==> src/rtl/tmr_pkg.sv <==
package tmr_pkg;
  localparam int unsigned BW = 8;
  localparam int unsigned DW = 32;
  localparam int unsigned MD_EN = 7;
  localparam int unsigned MD_LD = 6;
  localparam logic [1:0] CS_IOCLK = 2'b00;
  localparam logic [1:0] CS_CASC  = 2'b11;

  typedef enum logic [1:0] {
    SZ_B1  = 2'd0,
    SZ_B2  = 2'd1,
    SZ_B4  = 2'd2,
    SZ_BAD = 2'd3
  } acc_size_e;

  typedef enum logic [1:0] {
    RG_MODE = 2'd0,
    RG_BASE = 2'd1,
    RG_CNT  = 2'd2,
    RG_NONE = 2'd3
  } reg_grp_e;
endpackage

==> src/rtl/tmr_unit.sv <==
module tmr_unit
  import tmr_pkg::*;
#(
  parameter bit HAS_PREV = 1'b1
) (
  input  logic          clk_i,
  input  logic          rst_ni,
  input  logic          mode_we_i,
  input  logic          base_we_i,
  input  logic [BW-1:0] wdata_i,
  input  logic          casc_i,
  output logic [BW-1:0] mode_o,
  output logic [BW-1:0] base_o,
  output logic [BW-1:0] view_o,
  output logic          uflow_o
);
  logic [BW-1:0] mode_q, base_q, cnt_q;
  logic          uflow_q;
  logic          en, ld, tick, zero;

  assign en   = mode_q[MD_EN];
  assign ld   = mode_q[MD_LD];
  assign zero = (cnt_q == '0);

  always_comb begin
    case (mode_q[1:0])
      CS_IOCLK: tick = 1'b1;
      CS_CASC:  tick = HAS_PREV & casc_i;
      default:  tick = 1'b0;
    endcase
  end

  always_ff @(posedge clk_i or negedge rst_ni) begin
    if (!rst_ni)        mode_q <= '0;
    else if (mode_we_i) mode_q <= wdata_i;
    else if (ld)        mode_q[MD_LD] <= 1'b0;
  end

  always_ff @(posedge clk_i or negedge rst_ni) begin
    if (!rst_ni)        base_q <= '0;
    else if (base_we_i) base_q <= wdata_i;
  end

  // load wins over counting; underflow reloads from the live base
  always_ff @(posedge clk_i or negedge rst_ni) begin
    if (!rst_ni) begin
      cnt_q   <= '0;
      uflow_q <= 1'b0;
    end else begin
      uflow_q <= 1'b0;
      if (ld) begin
        cnt_q <= base_q;
      end else if (en && tick) begin
        if (zero) begin
          cnt_q   <= base_q;
          uflow_q <= 1'b1;
        end else begin
          cnt_q <= cnt_q - 1'b1;
        end
      end
    end
  end

  assign mode_o  = mode_q;
  assign base_o  = base_q;
  assign view_o  = en ? cnt_q : base_q;
  assign uflow_o = uflow_q;

  assert_load_copies_R3: assert property (@(posedge clk_i) disable iff (!rst_ni)
    ld |=> (cnt_q == $past(base_q)));
  assert_load_clears_R3: assert property (@(posedge clk_i) disable iff (!rst_ni)
    (ld && !mode_we_i) |=> !mode_q[MD_LD]);
  assert_hold_stopped_R4: assert property (@(posedge clk_i) disable iff (!rst_ni)
    (!en && !ld) |=> $stable(cnt_q));
  assert_step_down_R4: assert property (@(posedge clk_i) disable iff (!rst_ni)
    (en && !ld && tick && !zero) |=> (cnt_q == ($past(cnt_q) - {{(BW-1){1'b0}}, 1'b1})));
  assert_uflow_reload_R5: assert property (@(posedge clk_i) disable iff (!rst_ni)
    uflow_o |-> (cnt_q == $past(base_q)));
  assert_no_uflow_idle_R5: assert property (@(posedge clk_i) disable iff (!rst_ni)
    (!en || ld || !tick) |=> !uflow_o);
endmodule

==> src/rtl/tmr_regif.sv <==
module tmr_regif
  import tmr_pkg::*;
#(
  parameter int unsigned NT = 4,
  parameter int unsigned AW = 8
) (
  input  logic                   clk_i,
  input  logic                   rst_ni,
  input  logic                   req_i,
  input  logic                   we_i,
  input  logic [AW-1:0]          addr_i,
  input  logic [1:0]             size_i,
  input  logic [NT-1:0][BW-1:0]  mode_i,
  input  logic [NT-1:0][BW-1:0]  base_i,
  input  logic [NT-1:0][BW-1:0]  view_i,
  output logic [NT-1:0]          mode_we_o,
  output logic [NT-1:0]          base_we_o,
  output logic [DW-1:0]          rdata_o,
  output logic                   err_o
);
  localparam int unsigned IW    = $clog2(NT);
  localparam int unsigned LANES = DW / BW;

  reg_grp_e              grp;
  logic [3:0]            idx;
  logic [IW-1:0]         lidx, nidx;
  logic                  mapped, size_ok, rd_ok, wr_ok;
  logic [NT-1:0][BW-1:0] sel;
  logic [DW-1:0]         rd_val, rdata_q;
  logic                  err_q;

  assign grp    = reg_grp_e'(addr_i[5:4]);
  assign idx    = addr_i[3:0];
  assign lidx   = idx[IW-1:0];
  assign nidx   = lidx + 1'b1;
  assign mapped = (addr_i[AW-1:6] == '0) && (grp != RG_NONE) && (idx < 4'(NT));

  always_comb begin
    case (grp)
      RG_MODE: sel = mode_i;
      RG_BASE: sel = base_i;
      default: sel = view_i;
    endcase
  end

  always_comb begin
    case (acc_size_e'(size_i))
      SZ_B1:   size_ok = 1'b1;
      SZ_B2:   size_ok = !idx[0] && ((idx + 4'd1) < 4'(NT));
      SZ_B4:   size_ok = (idx == '0);
      default: size_ok = 1'b0;
    endcase
  end

  assign rd_ok = mapped && size_ok;
  assign wr_ok = mapped && (acc_size_e'(size_i) == SZ_B1) && (grp != RG_CNT);

  // lower-numbered timer lands in the more significant byte
  always_comb begin
    rd_val = '0;
    case (acc_size_e'(size_i))
      SZ_B1: rd_val[BW-1:0] = sel[lidx];
      SZ_B2: rd_val[2*BW-1:0] = {sel[lidx], sel[nidx]};
      default: begin
        for (int k = 0; k < LANES; k++) rd_val[DW-1-k*BW -: BW] = sel[k];
      end
    endcase
  end

  for (genvar g = 0; g < NT; g++) begin : g_we
    assign mode_we_o[g] = req_i && we_i && wr_ok && (grp == RG_MODE) && (lidx == IW'(g));
    assign base_we_o[g] = req_i && we_i && wr_ok && (grp == RG_BASE) && (lidx == IW'(g));
  end

  always_ff @(posedge clk_i or negedge rst_ni) begin
    if (!rst_ni) begin
      rdata_q <= '0;
      err_q   <= 1'b0;
    end else if (req_i) begin
      if (!we_i) rdata_q <= rd_ok ? rd_val : '0;
      if (we_i ? !wr_ok : !rd_ok) err_q <= 1'b1;
    end
  end

  assign rdata_o = rdata_q;
  assign err_o   = err_q;

  assert_single_strobe_R2: assert property (@(posedge clk_i) disable iff (!rst_ni)
    $onehot0({mode_we_o, base_we_o}));
  assert_err_sticky_R11: assert property (@(posedge clk_i) disable iff (!rst_ni)
    err_o |=> err_o);
  assert_bad_read_zero_R11: assert property (@(posedge clk_i) disable iff (!rst_ni)
    (req_i && !we_i && !rd_ok) |=> (rdata_o == '0) && err_o);
  assert_rdata_hold_R12: assert property (@(posedge clk_i) disable iff (!rst_ni)
    (!req_i || we_i) |=> $stable(rdata_o));
endmodule

==> src/rtl/tmr_bank.sv <==
module tmr_bank
  import tmr_pkg::*;
#(
  parameter int unsigned NT = 4,
  parameter int unsigned AW = 8
) (
  input  logic          clk_i,
  input  logic          rst_ni,
  input  logic          req_i,
  input  logic          we_i,
  input  logic [AW-1:0] addr_i,
  input  logic [1:0]    size_i,
  input  logic [BW-1:0] wdata_i,
  output logic [DW-1:0] rdata_o,
  output logic          err_o,
  output logic [NT-1:0] uflow_o
);
  logic [NT-1:0][BW-1:0] mode, base, view;
  logic [NT-1:0]         mode_we, base_we, casc, uf;

  tmr_regif #(.NT(NT), .AW(AW)) u_regif (
    .clk_i     (clk_i),
    .rst_ni    (rst_ni),
    .req_i     (req_i),
    .we_i      (we_i),
    .addr_i    (addr_i),
    .size_i    (size_i),
    .mode_i    (mode),
    .base_i    (base),
    .view_i    (view),
    .mode_we_o (mode_we),
    .base_we_o (base_we),
    .rdata_o   (rdata_o),
    .err_o     (err_o)
  );

  for (genvar g = 0; g < NT; g++) begin : g_tmr
    if (g == 0) begin : g_head
      assign casc[g] = 1'b0;
    end else begin : g_chain
      assign casc[g] = uf[g-1];
    end
    tmr_unit #(.HAS_PREV(g != 0)) u_tmr (
      .clk_i     (clk_i),
      .rst_ni    (rst_ni),
      .mode_we_i (mode_we[g]),
      .base_we_i (base_we[g]),
      .wdata_i   (wdata_i),
      .casc_i    (casc[g]),
      .mode_o    (mode[g]),
      .base_o    (base[g]),
      .view_o    (view[g]),
      .uflow_o   (uf[g])
    );
  end

  assign uflow_o = uf;
endmodule

==> config.mk <==
export PLATFORM = sky130hd
export DESIGN_NAME = tmr_bank
export DESIGN_NICKNAME = d
export VERILOG_FILES = /design/src/rtl/tmr_pkg.sv /design/src/rtl/tmr_unit.sv /design/src/rtl/tmr_regif.sv /design/src/rtl/tmr_bank.sv
export SDC_FILE = /design/constraint.sdc
export NUM_CORES = 1
export LEC_CHECK = 0
export BUFFER_PORTS_ARGS = -buffer_cell sky130_fd_sc_hd__buf_2
export CAP_MARGIN = 15
export CORE_UTILIZATION = 53
export DETAILED_ROUTE_END_ITERATION = 7
export HOLD_SLACK_MARGIN = 0.02
export PLACE_DENSITY = 0.81
export REMOVE_ABC_BUFFERS = 1
export SLEW_MARGIN = 5
export SYNTH_ARGS = -nofsm -noshare
export SYNTH_HDL_FRONTEND = slang
export SYNTH_SLANG_ARGS = --single-unit
==> constraint.sdc <==
create_clock -name clk_i -period 2.65 [get_ports clk_i]
set_input_delay 0.265 -clock clk_i [delete_from_list [all_inputs] [get_ports clk_i]]
set_output_delay 0.265 -clock clk_i [all_outputs]
set_load 0.005 [all_outputs]
## After elaboration in Yosys (flattened, before gate mapping)

Index checks and enable logic that the tools add are counted.

| word-level totals | value |
|---|---|
| flip-flop bits (word level) | 133 |
| input port bits | 22 |
| output and inout port bits | 37 |
| logic and storage cells | 136 |

| operators by class | value |
|---|---|
| add/subtract/negate cells | 6 |
| $lt $le $gt $ge | 4 |
| equality and inequality tests | 11 |
| mux-type cells | 47 |
| bitwise gates (word level) | 1 |
| reduce and logical (&&, ||, !) cells | 45 |

Operators by type and width:

| operator | number |
|---|---|
| $mux W8 | 18 |
| $pmux W32 S2 | 1 |
| $bmux W8 S2 | 2 |
| $logic_not A8 Y1 | 4 |
| $mux W32 | 1 |
| $pmux W8 S2 | 2 |
| $sub A8 B1 Y8 const B | 4 |
| $logic_and A1 B1 Y1 | 22 |
| $mux W1 | 18 |
| $logic_not A2 Y1 | 8 |
| $mux W16 | 1 |
| $eq A2 B2 Y1 const B | 6 |
| $lt A4 B3 Y1 const B | 2 |
| $reduce_bool A2 Y1 | 4 |
| $eq A2 B1 Y1 const B | 3 |
| $lt A2 B3 Y1 const B | 2 |
| $pmux W1 S2 | 3 |
| $add A4 B1 Y4 const B | 1 |
| $logic_not A4 Y1 | 1 |
| $ne A2 B2 Y1 const B | 2 |
| $reduce_and A2 Y1 | 2 |
| $logic_not A1 Y1 | 3 |
| $pmux W1 S3 | 1 |
| $add A2 B1 Y2 const B | 1 |
| other kinds (2) | 2 |

## Logic depth before layout (Yosys ltp)

| logic depth | value |
|---|---|
| depth after elaboration | 9 |
| depth in mapped cells | 10 |
| depth with buffers taken out | 8 |

## Cells and area by module

From an unflattened synthesis, not the netlist that was laid out.

| second synthesis, totals | value |
|---|---|
| cells, all modules | 767 |
| area, all modules | 8061.5 µm² |

By module, submodules not included:

| module | times used | cells an instance | area an instance (µm²) | seq. area each (µm²) |
|---|---|---|---|---|
| tmr_unit (g_tmr[1].u_tmr ...) | 3 | 118 | 1357.6 | 625.6 |
| tmr_regif | 1 | 304 | 2725.1 | 825.8 |
| tmr_unit (g_tmr[0].u_tmr) | 1 | 108 | 1260.0 | 625.6 |
| tmr_bank | 1 | 1 | 3.8 | 0.0 |

## Worst setup path before layout

No wires, ideal clock.

| timing | value |
|---|---|
| kind | input -> register |
| start point | input addr_i[0] |
| end point | register u_regif.rdata_q[18], in the netlist u_regif.rdata_o[18] |
| library setup time | 65 ps |
| arrival time | 2283 ps |
| required time | 2585 ps |
| path slack | 301 ps |
| stages | 10 |
| path buffers | 3 |
| path through | clkbuf_1 buf_2 inv_1 ha_1 inv_1 a221oi_1 nand2_1 nor3b_2 buf_2 a22o_1 |

| on the way | value |
|---|---|
| longest elaborated chain between the ends | 6 |
| elaborated cells on any way between the ends | 10 |
| classes of those cells | add/sub (1); order compare (2); mux (2); reduce/logical (5) |

RTL lines:

| item | line | source |
|---|---|---|
| from (decl) | tmr_bank.sv:11 | `input logic [AW-1:0] addr_i,` |
| $add A4 B1 Y4 | tmr_regif.sv:49 | `SZ_B2: size_ok = !idx[0] && ((idx + 4'd1) < 4'(NT));` |
| $lt A4 B3 Y1 | tmr_regif.sv:49 |  |
| $logic_and A1 B1 Y1 | tmr_regif.sv:49 |  |
| $pmux W1 S3 | tmr_regif.sv:47 | `case (acc_size_e'(size_i))` |
| $logic_and A1 B1 Y1 (*) | tmr_regif.sv:55 | `assign rd_ok = mapped && size_ok;` |
| $mux W32 (*) | tmr_regif.sv:80 | `if (!we_i) rdata_q <= rd_ok ? rd_val : '0;` |
| to (signal assigned) | tmr_regif.sv:80 |  |
| to (decl) | tmr_regif.sv:29 | `logic [DW-1:0] rd_val, rdata_q;` |

Every way passes the cells marked *; elsewhere a longest branch is shown, timed or not.
A chain may end at the register's enable or synchronous reset.

## Worst setup path in the final report

| timing | value |
|---|---|
| start point | register g_tmr[3].u_tmr.cnt_q[3] |
| end point | register g_tmr[3].u_tmr.cnt_q[5] |

| on the way | value |
|---|---|
| longest elaborated chain between the ends | 4 |
| elaborated cells on any way between the ends | 5 |
| classes of those cells | add/sub (1); mux (3); reduce/logical (1) |

RTL lines:

| item | line | source |
|---|---|---|
| from (decl) | tmr_unit.sv:17 | `logic [BW-1:0] mode_q, base_q, cnt_q;` |
| from (signal assigned) | tmr_unit.sv:52 | `cnt_q <= base_q;` |
| from (signal assigned) | tmr_unit.sv:55 | `cnt_q <= base_q;` |
| from (signal assigned) | tmr_unit.sv:58 | `cnt_q <= cnt_q - 1'b1;` |
| $sub A8 B1 Y8 or $logic_not A8 Y1 (tied branches) | tmr_unit.sv:58, tmr_unit.sv:23 |  |
| $mux W8 (*) | tmr_unit.sv:54 | `if (zero) begin` |
| $mux W8 (*) | tmr_unit.sv:53 | `end else if (en && tick) begin` |
| $mux W8 (*) | tmr_unit.sv:51 | `if (ld) begin` |

Every way passes the cells marked *; elsewhere a longest branch is shown, timed or not. The select of a mux whose other input is x is not followed.

==> results_dict.tcl <==
set metrics [dict create \
    outcome "finished clean" \
    crit_arrival_ns 2.70 \
    ys_warn_count 0 \
    initial_core_util 0.551 \
    nets 784 \
    ir_worst_vdd_mv 0.460 \
    vias 5994 \
    wl_per_cell_um 21.3 \
    core-area_um2 12800 \
    die_area_um2 13800 \
    max_freq_ghz 0.418 \
    setup_tns_ns 0 \
    drive_above_1_share 0.247 \
    setup_viol 0 \
    cp.depth 6 \
    pwr-share-seq 0.425 \
    clock_path_buffers 2 \
    grt_max_degree 71 \
    hold_ws_ns 0.218 \
    place_ws_ns 0.0930 \
    slew_viol_final 0 \
    grt_pass1_wl_um 31800 \
    swShare 0.295 \
    worst_slew_pin_slew_ns 0.706 \
    fp.dieH_um 117 \
    vias_per_cell 6.45 \
    drt_pass1_iterations 5 \
    antenna_found_initial 0 \
    most-common-layout-cells "133 x dfrtp_1, 65 x o21ai_0, 57 x buf_2" \
    synth_seq_cells 133 \
    relSlewSlack 0.528 \
    min_path_type "in2reg" \
    hpwl_um 14300 \
    ios 59 \
    final_hold_viol_count 0 \
    clockPowerShare 0.430 \
    worst-setup-path-type "reg2reg" \
    wl_um 19800 \
    p_per_area_nw_per_um2 614 \
    leakagePower_nw 3.89 \
    cts_tree "done" \
    io_buffer_count 58 \
    worst_path_dominant_cell_family "simple AND/OR/NAND/NOR gates" \
    finalCritPeriodShare 0.902 \
    route.detailed.drc 0 \
    setup_ws_ns 0.259 \
    cap_viol_max_count 0 \
    cp-start-kind "flip-flop" \
    synth-main-ff-cell "dfrtp_1" \
    synth_top_area_cell "dfrtp_1" \
    num_rows 41 \
    crit_required_ns 2.96 \
    clock_sinks 133 \
    first_iter_violations 513 \
    grt_use_total 0.300 \
    crit_chain "or4_1 > or4b_1 > nand2b_2 > nor2_1 > a32oi_1 > nand2_1" \
    synth_top_cell_area_share 0.471 \
    clkSlewWorstSetupHoldPaths_ns 0.06 \
    synth_edf_count 0 \
    slowest_delay_ns 0.55 \
    p_sw_mw 1.47 \
    avgSynthCellArea_um2 10.3 \
    cp_slowest_cell "or4_1" \
    gp_congestion 0.900 \
    cts_buffers 17 \
    path_buf_inv 0 \
    whs_path_depth 3 \
    htree_num_levels 4 \
    yosysUniqueCellTypes 55 \
    r2r.worst_path.cells 6 \
    antenna_cells 0 \
    p_comb_frac 0.145 \
    grt_pass1_vias 5903 \
    grt-ovfl-total 0 \
    async_flop_share 1.00 \
    insertion_delay_ns 0.43 \
    fin_util 0.632 \
    internal-power_mw 3.50 \
    netlist_instances 683 \
    cp_max_fo 18 \
    setup.worst_path.end_class "flip-flop" \
    ys_seq_area_frac 0.471 \
    clock_skew_ns 0.00553 \
    grt_setup_unrepaired "false" \
    die_w_um 117 \
    netlist_area_um2 7070 \
    final_common_cell "dfrtp_1" \
    synth_top_cells_by_area "dfrtp_1 47%, mux2_2 8.4%, o21ai_0 4.6%, ha_1 3.2%, a21oi_1 2.8%" \
    clk_root_buffer_cell "clkbuf_16" \
    period_needed_ns 2.39 \
    ant_nets 0 \
    area_growth_syn_to_layout_pct 14.6 \
]
==> sequential cells by signal, indices dropped and copies added, names as in the netlist <==
name                 flops
u_regif.err_o            1
g_tmr.u_tmr.uflow_o      4
g_tmr.u_tmr.base_o      32
g_tmr.u_tmr.cnt_q       32
u_regif.rdata_o         32
g_tmr.u_tmr.mode_o      32
==> worst min-delay path: cells and delay by family <==
family | cells | cell delay [ns]
AND/OR/NAND/NOR | 1 | 0.08
AO/OA/AOI/OAI | 1 | 0.07
buffers and inverters | 1 | 0.18
==> layout make-up <==
cell class	count	area (um^2)
clock inverter	14	109
tap	172	215
timing repair buffer	74	432
sequential	133	3330
multi-input combinational	482	3450
clock buffer	18	429
inverter	36	135
fill	1032	4730
==> power groups by stage <==
stage | Clock, mW | Combinational, mW | Sequential [mW]
after global placement | 0 | 0.665 | 2.14
final | 2.14 | 0.723 | 2.11
after global routing | 2.25 | 0.789 | 2.12
after floorplan | 0 | 0.448 | 2.13
after detailed placement | 0 | 0.701 | 2.15
after CTS | 2.15 | 0.707 | 2.11
==> repair_timing <==
item / 4_1_cts / 5_1_grt
hold buffers: 1 / 0
hold endpoints to repair: 67 / 0
gates resized for setup: 0 / 1
setup endpoints to repair: 0 / 6
buffers inserted: 0 / 0
==> synthesized netlist by cell type (5+ instances only) <==
library cell  number
dfrtp_1          133
nand2b_1           8
o21a_1            22
nand2_1           52
a21oi_1           39
o21ai_0           65
a22oi_1            7
nand3_1           13
o22a_1            22
a31oi_1            8
o211ai_1           8
a22o_1            12
buf_4              6
clkbuf_1          14
inv_1             36
nand4_2            7
buf_2             10
a2bb2oi_1          5
mux2_2            53
mux4_2             7
nor2_1            36
nor3_1            25
nor2b_1            6
or2_2              6
ha_1              18
o221ai_1          12
==> cell families (layout without fill, tap and decap cells) <==
logic type	Yosys count	in the layout	synth area share
AO/OA/AOI/OAI	219	219	0.206
flip-flops	133	133	0.471
multiplexers	64	64	0.112
adder cells (fa/ha/maj)	18	18	0.0319
buffers and inverters	68	142	0.0412
AND/OR/NAND/NOR	181	181	0.137
==> stage by stage <==
stage               power, mW  cells  area [um^2]
floorplan                2.58    651         6910
global placement         2.81    896         7550
detailed placement       2.85    896         7550
CTS                      4.96    929         8100
global route             5.15    929         8100
finish                   4.97    929         8100
==> path summary, 6_finish.rpt <==
path / from / to / slack, ns
max: g_tmr[3].u_tmr.cnt_q[3] / g_tmr[3].u_tmr.cnt_q[5] / 0.26
min in group asynchronous: rst_ni / g_tmr[1].u_tmr.mode_o[5] / 0.41
max reg2reg: g_tmr[3].u_tmr.cnt_q[3] / g_tmr[3].u_tmr.cnt_q[5] / 0.26
max in group asynchronous: rst_ni / g_tmr[2].u_tmr.cnt_q[2] / 1.55
min: wdata_i[7] / g_tmr[3].u_tmr.mode_o[7] / 0.22
min reg2reg: u_regif.err_o / u_regif.err_o / 0.47
==> per-layer routing <==
metal / vias to the layer above / routed length [um] / track usage
met1: 3003 / 8110 / 0.389
met2: 273 / 9450 / 0.472
met5: - / 0 / 0
met3: 49 / 1490 / 0.0746
li1: 2669 / - / -
met4: 0 / 744 / 0.143
Note: power is estimated with default switching activity, not from simulation.
